`src/rtl/sat_pkg.sv`:
```
// Package: shared types for the store acknowledge tracker.
// Assumes: nothing beyond IEEE 1800-2017.
package sat_pkg;

    typedef enum logic {
        SAT_IDLE,
        SAT_BUSY
    } sat_state_e;

endpackage

```
`src/rtl/sat_ack_counter.sv`:
```
// Module: sat_ack_counter
// Keeps the count of issued-but-unacknowledged stores, updated every cycle
// from the strobe and one-cycle-delayed copies of stall and acknowledge.
// Assumes the slave never acknowledges in the cycle a strobe is accepted.
module sat_ack_counter #(
    parameter int CNT_W = 3
) (
    input  logic             clk,
    input  logic             rst_n,
    input  logic             cyc_i,
    input  logic             stb_i,
    input  logic             stall_i,
    input  logic             ack_i,
    output logic [CNT_W-1:0] cnt_o,
    output logic [CNT_W-1:0] outst_o,
    output logic             ack_seen_o
);
    localparam logic [CNT_W-1:0] CNT_MAX = {CNT_W{1'b1}};
    localparam logic [CNT_W-1:0] CNT_ONE = CNT_W'(1);

    logic [CNT_W-1:0] cnt_q;
    logic [CNT_W-1:0] cnt_nxt;
    logic             stall_q;
    logic             ack_q;

    // Next count: clear outside a bus cycle, else issue/acknowledge arithmetic.
    always_comb begin
        if (!cyc_i) begin
            cnt_nxt = '0;
        end else if (stb_i && !stall_q && !ack_q) begin
            cnt_nxt = cnt_q + CNT_ONE;
        end else if (ack_q && (!stb_i || stall_q)) begin
            cnt_nxt = cnt_q - CNT_ONE;
        end else begin
            cnt_nxt = cnt_q;
        end
    end

    // Register the gated slave flags and the count.
    always_ff @(posedge clk) begin
        if (!rst_n) begin
            stall_q <= 1'b0;
            ack_q   <= 1'b0;
            cnt_q   <= '0;
        end else begin
            stall_q <= stall_i && cyc_i;
            ack_q   <= ack_i && cyc_i;
            cnt_q   <= cnt_nxt;
        end
    end

    assign cnt_o      = cnt_q;
    assign outst_o    = cnt_q - (ack_q ? CNT_ONE : '0);
    assign ack_seen_o = ack_q;

    AST_CLR_OUTSIDE_CYCLE: assert property (@(posedge clk) disable iff (!rst_n)
        !cyc_i |=> cnt_q == '0);

    AST_NO_OVERFLOW: assert property (@(posedge clk) disable iff (!rst_n)
        (cyc_i && cnt_q == CNT_MAX) |=> cnt_q >= CNT_MAX - CNT_ONE);

    AST_DONE_FOLLOWS_ACK: assert property (@(posedge clk) disable iff (!rst_n)
        (ack_i && cyc_i) |=> ack_q);

endmodule

```
`src/rtl/sat_store_issuer.sv`:
```
// Module: sat_store_issuer
// Bus-side controller: opens a bus cycle for a queued store, chains further
// stores while the slave accepts and the count has room, and closes the
// cycle on the acknowledge of the last outstanding store.
// Assumes cnt_i/outst_i come from sat_ack_counter in the same clock domain.
module sat_store_issuer
    import sat_pkg::*;
#(
    parameter int ADDR_W = 32,
    parameter int DATA_W = 64,
    parameter int SEL_W  = DATA_W / 8,
    parameter int CNT_W  = 3
) (
    input  logic              clk,
    input  logic              rst_n,
    input  logic              req_valid_i,
    input  logic [ADDR_W-1:0] req_addr_i,
    input  logic [DATA_W-1:0] req_data_i,
    input  logic [SEL_W-1:0]  req_sel_i,
    output logic              req_take_o,
    input  logic              bus_stall_i,
    input  logic              bus_ack_i,
    input  logic [CNT_W-1:0]  cnt_i,
    input  logic [CNT_W-1:0]  outst_i,
    output logic              cyc_o,
    output logic              stb_o,
    output logic              we_o,
    output logic [ADDR_W-1:0] adr_o,
    output logic [DATA_W-1:0] dat_o,
    output logic [SEL_W-1:0]  sel_o
);
    localparam int               CNT_TOP = (1 << CNT_W) - 1;
    localparam logic [CNT_W-1:0] ROOM_LIMIT = CNT_W'(CNT_TOP - 1);
    localparam logic [CNT_W-1:0] LAST_ONE = CNT_W'(1);

    sat_state_e        state_q;
    logic              cyc_q;
    logic              stb_q;
    logic              we_q;
    logic [ADDR_W-1:0] adr_q;
    logic [DATA_W-1:0] dat_q;
    logic [SEL_W-1:0]  sel_q;

    logic accepted;
    logic has_room;
    logic take_open;
    logic take_chain;
    logic last_ack;

    // Handshake and end-of-cycle decisions for the current cycle.
    always_comb begin
        accepted   = stb_q && !bus_stall_i;
        has_room   = cnt_i < ROOM_LIMIT;
        take_open  = (state_q == SAT_IDLE) && req_valid_i;
        take_chain = (state_q == SAT_BUSY) && accepted && req_valid_i && has_room;
        last_ack   = (state_q == SAT_BUSY) && !stb_q && bus_ack_i && (outst_i == LAST_ONE);
    end

    assign req_take_o = take_open || take_chain;

    // Control state: bus cycle, strobe and write enable.
    always_ff @(posedge clk) begin
        if (!rst_n) begin
            state_q <= SAT_IDLE;
            cyc_q   <= 1'b0;
            stb_q   <= 1'b0;
            we_q    <= 1'b0;
        end else begin
            case (state_q)
                SAT_IDLE: begin
                    if (req_valid_i) begin
                        state_q <= SAT_BUSY;
                        cyc_q   <= 1'b1;
                        stb_q   <= 1'b1;
                        we_q    <= 1'b1;
                    end
                end
                SAT_BUSY: begin
                    if (accepted && !take_chain) begin
                        stb_q <= 1'b0;
                    end
                    if (last_ack) begin
                        state_q <= SAT_IDLE;
                        cyc_q   <= 1'b0;
                        we_q    <= 1'b0;
                    end
                end
                default: state_q <= SAT_IDLE;
            endcase
        end
    end

    // Payload registers: load whenever a request is taken.
    always_ff @(posedge clk) begin
        if (!rst_n) begin
            adr_q <= '0;
            dat_q <= '0;
            sel_q <= '0;
        end else if (req_take_o) begin
            adr_q <= req_addr_i;
            dat_q <= req_data_i;
            sel_q <= req_sel_i;
        end
    end

    assign cyc_o = cyc_q;
    assign stb_o = stb_q;
    assign we_o  = we_q;
    assign adr_o = adr_q;
    assign dat_o = dat_q;
    assign sel_o = sel_q;

    AST_STALL_HOLDS_STROBE: assert property (@(posedge clk) disable iff (!rst_n)
        (stb_q && bus_stall_i) |=> (stb_q && $stable(adr_q) && $stable(dat_q) && $stable(sel_q)));

    AST_STB_INSIDE_CYC: assert property (@(posedge clk) disable iff (!rst_n)
        stb_q |-> (cyc_q && we_q));

    AST_CYC_ENDS_ON_LAST_ACK: assert property (@(posedge clk) disable iff (!rst_n)
        $fell(cyc_q) |-> $past(bus_ack_i && !stb_q));

    AST_CHAIN_NEEDS_ROOM: assert property (@(posedge clk) disable iff (!rst_n)
        (req_take_o && cyc_q) |-> (cnt_i < ROOM_LIMIT));

    AST_NO_TAKE_WHILE_DRAINING: assert property (@(posedge clk) disable iff (!rst_n)
        (cyc_q && !stb_q) |-> !req_take_o);

endmodule

```
`src/rtl/store_ack_tracker.sv`:
```
// Module: store_ack_tracker (top)
// Pipelined store bus master with an outstanding-acknowledge counter.
// Assumes a slave that acknowledges stores in order, at least one cycle
// after accepting each strobe, and only while the bus cycle is open.
module store_ack_tracker #(
    parameter int ADDR_W = 32,
    parameter int DATA_W = 64,
    parameter int SEL_W  = DATA_W / 8,
    parameter int CNT_W  = 3
) (
    input  logic              clk,
    input  logic              rst_n,
    input  logic              req_valid_i,
    input  logic [ADDR_W-1:0] req_addr_i,
    input  logic [DATA_W-1:0] req_data_i,
    input  logic [SEL_W-1:0]  req_sel_i,
    output logic              req_take_o,
    output logic              bus_cyc_o,
    output logic              bus_stb_o,
    output logic              bus_we_o,
    output logic [ADDR_W-1:0] bus_adr_o,
    output logic [DATA_W-1:0] bus_dat_o,
    output logic [SEL_W-1:0]  bus_sel_o,
    input  logic              bus_stall_i,
    input  logic              bus_ack_i,
    output logic              store_done_o,
    output logic [CNT_W-1:0]  pend_cnt_o
);
    logic [CNT_W-1:0] cnt_w;
    logic [CNT_W-1:0] outst_w;
    logic             ack_seen_w;

    sat_store_issuer #(
        .ADDR_W (ADDR_W),
        .DATA_W (DATA_W),
        .SEL_W  (SEL_W),
        .CNT_W  (CNT_W)
    ) u_issuer (
        .clk         (clk),
        .rst_n       (rst_n),
        .req_valid_i (req_valid_i),
        .req_addr_i  (req_addr_i),
        .req_data_i  (req_data_i),
        .req_sel_i   (req_sel_i),
        .req_take_o  (req_take_o),
        .bus_stall_i (bus_stall_i),
        .bus_ack_i   (bus_ack_i),
        .cnt_i       (cnt_w),
        .outst_i     (outst_w),
        .cyc_o       (bus_cyc_o),
        .stb_o       (bus_stb_o),
        .we_o        (bus_we_o),
        .adr_o       (bus_adr_o),
        .dat_o       (bus_dat_o),
        .sel_o       (bus_sel_o)
    );

    sat_ack_counter #(
        .CNT_W (CNT_W)
    ) u_counter (
        .clk        (clk),
        .rst_n      (rst_n),
        .cyc_i      (bus_cyc_o),
        .stb_i      (bus_stb_o),
        .stall_i    (bus_stall_i),
        .ack_i      (bus_ack_i),
        .cnt_o      (cnt_w),
        .outst_o    (outst_w),
        .ack_seen_o (ack_seen_w)
    );

    assign pend_cnt_o   = cnt_w;
    assign store_done_o = ack_seen_w;

endmodule

```
`config.mk`:
```
export PLATFORM = sky130hd
export DESIGN_NAME = store_ack_tracker
export DESIGN_NICKNAME = d
export VERILOG_FILES = /design/src/rtl/sat_pkg.sv /design/src/rtl/sat_ack_counter.sv /design/src/rtl/sat_store_issuer.sv /design/src/rtl/store_ack_tracker.sv
export SDC_FILE = /design/constraint.sdc
export NUM_CORES = 1
export LEC_CHECK = 0
export ABC_AREA = 0
export CORE_UTILIZATION = 47
export DETAILED_ROUTE_END_ITERATION = 10
export HOLD_SLACK_MARGIN = 0.15
export PLACE_DENSITY = 0.8
export SLEW_MARGIN = 20
export SYNTH_ARGS = -nofsm -noshare
export SYNTH_HDL_FRONTEND = slang
export SYNTH_HIERARCHICAL = 1
export SYNTH_SLANG_ARGS = --single-unit
```
`constraint.sdc`:
```
create_clock -name clk -period 2.05 [get_ports clk]
set_clock_uncertainty 0.05 [all_clocks]
set_input_delay 0.3075 -clock clk [delete_from_list [all_inputs] [get_ports clk]]
set_output_delay 0.3075 -clock clk [all_outputs]
set_load 0.05 [all_outputs]
```
### Yosys cells after proc, flatten, opt, wreduce, memory -nomap -nowiden

Cells that the tools add are included.

| operators by class | value |
|---|---|
| add/sub/neg operators | 3 |
| $mul | 0 |
| divide/modulo/power cells | 0 |
| order comparisons | 1 |
| eq/ne operators | 4 |
| shifts and indexed selects | 0 |
| mux-type cells | 11 |
| bitwise gates (word level) | 1 |
| reduce and logical (&&, ||, !) cells | 25 |

Operators with widths:

| operator | count |
|---|---|
| 1-bit logical AND | 14 |
| 1-bit 2-to-1 mux | 6 |
| 3-bit 2-to-1 mux | 2 |
| 2-bit inequality test (second input constant) | 3 |
| 1-bit case mux with 2 select lines | 3 |
| 2-bit AND reduction | 3 |
| 1-bit logical NOT | 5 |
| 3-bit by 1-bit adder with 3-bit output (second input constant) | 1 |
| 3-bit by 1-bit == test with 1-bit output (second input constant) | 1 |
| 3-bit < comparator (second input constant) | 1 |
| 3-bit by 1-bit subtractor with 3-bit output (second input constant) | 1 |
| 3-bit subtractor | 1 |
| 1-bit logical OR | 2 |
| 2-bit nonzero test | 1 |
| 1-bit inverter | 1 |

| word-level totals | value |
|---|---|
| bits in registers | 112 |
| bits in latches | 0 |
| bits in writable memories | 0 |
| bits in read-only memories | 0 |
| input bits | 109 |
| output and inout port bits | 112 |
| memories | 0 |

### Longest topological paths before layout

| depth | value |
|---|---|
| word-level depth | 9 |
| gate-level depth with buffers | 7 |
| gate-level depth less buffers | 7 |

### Modules after synthesis

Netlist, hierarchy kept.

Modules (own cells, without submodules):

| module | instances | cells each | area an instance (um2) |
|---|---|---|---|
| sat_store_issuer | 1 | 775 | 6716.4 |
| sat_ack_counter | 1 | 28 | 262.8 |

### Least setup slack after synthesis

Ideal clock, no wire load.

| timing | value |
|---|---|
| path type | flip-flop to output port |
| start point | reg u_issuer.stb_q (netlist: u_issuer/stb_o) |
| end point | out req_take_o |
| arrival time | 2.230 ns |
| data required time | 1.692 ns |
| setup slack | -0.538 ns |
| cell stages (with the launch flop) | 4 |
| path buffers | 1 |
| cells stage by stage | dfxtp_1 > nand3_2 > buf_2 > a21boi_0 |

| between the ends | value |
|---|---|
| word-level cells in the longest chain between the ends | 5 |

RTL lines:

| element | RTL line | text |
|---|---|---|
| start, declared | sat_store_issuer.sv:38 | `logic stb_q;` |
| start signal, assigned | sat_store_issuer.sv:66 | `stb_q <= 1'b0;` |
| start signal, assigned | sat_store_issuer.sv:74 | `stb_q <= 1'b1;` |
| start signal, assigned | sat_store_issuer.sv:80 | `stb_q <= 1'b0;` |
| 1-bit logical AND | sat_store_issuer.sv:52 | `accepted = stb_q && !bus_stall_i;` |
| 1-bit logical AND (3 in a row) | sat_store_issuer.sv:55 | `take_chain = (state_q == SAT_BUSY) && accepted && req_valid_i && has_room;` |
| 1-bit logical OR | sat_store_issuer.sv:59 | `assign req_take_o = take_open \|\| take_chain;` |
| end, declared | store_ack_tracker.sv:17 | `output logic req_take_o,` |

No other way between the ends.

### Worst setup path in the final report

| timing | value |
|---|---|
| start point | reg u_issuer.stb_q (netlist: u_issuer/stb_o) |
| end point | out bus_stb_o |

RTL lines:

| element | RTL line | text |
|---|---|---|
| end, declared | store_ack_tracker.sv:19 | `output logic bus_stb_o,` |

No word-level cell between the ends.

==> impl_metrics.ini <==
[clock_tree]
postCtsSetupRepairBufs = 0
cts_tree = done
cts_root_buf = clkbuf_16
clk_pin_slew_worst_paths_ns = 0.08
cts_hold_buf = 0
cts_buffers = 9
clk_path_buf_depth = 2
clk_latency_ns = 0.36
cts_sinks = 112
ctsHtreeMaxLevel = 3

[global_route]
grt_max_degree = 153
overflow = 0
antenna_found_initial = 0
track_usage_pct = 26.7
grt_pass1_wl_um = 33100
first_global_vias = 6394

[floorplan]
row_count = 44
die_h_um = 124
initial_utilization_pct = 48.0
num_io_pins = 221
die_area_mm2 = 0.0153
coreArea_mm2 = 0.0145
die_x_um = 124

[critical_path]
critPathLaunchType = flop
crit_chain = clkdlybuf4s50_1
path_buf_inv = 1
cpMaxStageDelayCell = clkdlybuf4s50_1
arrival_ns = 1.62
worst-setup-path-type = flop to output port
cp-end-kind = output port
worst-path-max-fanout = 6
path_delay_family = buffers and inverters
required_ns = 1.69
slowest_delay_ns = 0.84

[routing]
wl_um = 21100
drc_errors = 0
via_per_inst = 6.63
first_iter_violations = 819
vias = 7361
antenna_left = 0
dr.pass1.iters = 7
wl_per_cell_um = 19.0

[finish]
areaGrowthSynthToFinish_pct = 33.9
nFillCells = 1257
finish.utilization_pct = 64.3
final_layout_size_suffix_gt1_share_pct = 4.64
nNetsFinal = 1034
stdcell_count = 1110
diodes = 0

[placement]
place_inst = 1094
gp_congestion = 0.760
dpl.hpwl_um = 12100
dp_slack_ns = 0.158
io_buffer_count = 220

[synthesis]
synth_enable_flop_cells = 0
synth_nets = 916
synthCells = 803
synth_area_per_cell_um2 = 8.69
ys_seq_area_share_pct = 32.1
synth.distinct_cells = 29
syn_area_mm2 = 0.00698
ys_seq_elements = 112
synth_top_area_cell = dfxtp_1
synth_most_common_cell = dfxtp_1
synth_top_cell_area_share_pct = 32.1
synth_warnings = 6
yosys_most_used_dff = dfxtp_1
yosys-top-cells-count = dfxtp_1, a31oi_1, nand3_1, o211ai_1
synth_area_leaders = dfxtp_1, and3b_1, o2111ai_1
synthArstFlopShare_pct = 0

[sta]
period_share_pct = 96.3
slew_headroom_pct = 62.2
tightestPinTransition_ns = 0.565
max_clock_freq_mhz = 507
hold_viol_final = 0
rsz0062_at_grt = false
fin_tns_setup_ns = 0
finalWorstSetupSlack_ns = 0.0760
finalCriticalPeriod_ns = 1.97
maxSlewViolCount = 0
setup_violations = 0

[power]
p_per_area_mw_per_mm2 = 673
ir_worst_vdd_v = 0.000477
p_leak_nw = 3.42

[run_status]
status = finished, final reports clean

[min_path]
hp-class = primary input to flop

[run]
drv_cap = 0
==> kinds of logic (layout without fill, tap and decap cells) <==
kind of cell	count (synthesis)	count (layout)	share of synthesized area, %
compound gates	319	319	34.2
simple gates	227	227	22.0
buf+inv	137	260	10.3
flops	112	112	32.1
fa+ha+maj	4	4	0.825
xor+xnor	3	3	0.377
mux	1	1	0.143
==> placed cells by master (no fill, tap or decap), types with 7 or more instances in the layout <==
master and n:
o2111ai_1 104, inv_1 7, dfxtp_1 110, and3b_1 104, a31oi_1 105, buf_12 15
o211ai_1 105, clkdlybuf4s50_1 212, clkbuf_16 9, nand3_1 105
==> through the flow <==
stage          hold slack, ns  instance area (µm²)  power [mW]
2_1_floorplan           0.410                 6980        3.84
3_3_place_gp            0.480                 9050        4.58
3_5_place_dp            0.479                 9050        4.60
4_1_cts                 0.231                 9340        6.33
5_1_grt                 0.291                 9350        6.55
6_report                0.253                 9350        6.29
==> routing by layer <==
| metal | vias to the layer above | part of all wire [%] | track usage [%] |
|---|---|---|---|
| met3 | 35 | 8.1 | 7.65 |
| met4 | 0 | 2.4 | 8.66 |
| met2 | 270 | 46 | 40.4 |
| met5 | - | 0 | 0 |
| li1 | 3517 | - | - |
| met1 | 3539 | 44 | 36.4 |
==> state kept, by name, summed over array words and instances (netlist names) <==
name / count
u_issuer/dat_o: 64
u_issuer/adr_o: 32
u_issuer/sel_o: 8
u_counter/cnt_o: 3
u_counter/ack_seen_o: 1
u_counter/stall_q: 1
u_issuer/state_q: 1
u_issuer/stb_o: 1
u_issuer/we_o: 1
==> cell type report <==
class / count / area (µm²) / area share (%)
timing repair buffer: 236 / 2520 / 26.9
clock inverter: 4 / 27.5 / 0.294
inverter: 8 / 31.3 / 0.335
sequential: 112 / 2250 / 24.0
tap: 184 / 230 / 2.46
multi-input combinational: 554 / 4040 / 43.2
clock buffer: 12 / 256 / 2.74
==> what timing repair did <==
item	4_1_cts	5_1_grt
hold endpoints to repair	0	0
resized for setup	0	4
setup endpoints to repair	0	4
==> final timing paths <==
check                           slack [ns]                             from                               to  depth (start not counted)
worst min register to register        0.49  u_issuer/adr_o[11]$_SDFFE_PN0P_  u_issuer/adr_o[11]$_SDFFE_PN0P_                          2
worst min-delay path                  0.25                            rst_n      u_issuer/state_q$_SDFF_PN0_                          3
worst max register to register        0.14      u_issuer/stb_o$_SDFFE_PN0P_  u_counter/cnt_o[2]$_SDFFE_PN0P_                          7
worst max-delay path                  0.08      u_issuer/stb_o$_SDFFE_PN0P_                        bus_stb_o                          1
==> power by group <==
part / internal, mW / total [mW] / switching [mW]
Sequential: 2.37 / 2.51 / 0.145
Combinational: 0.773 / 2.05 / 1.28
Clock: 0.896 / 1.72 / 0.828
Total: 4.03 / 6.29 / 2.25
Power figures use the tool's default switching activity.
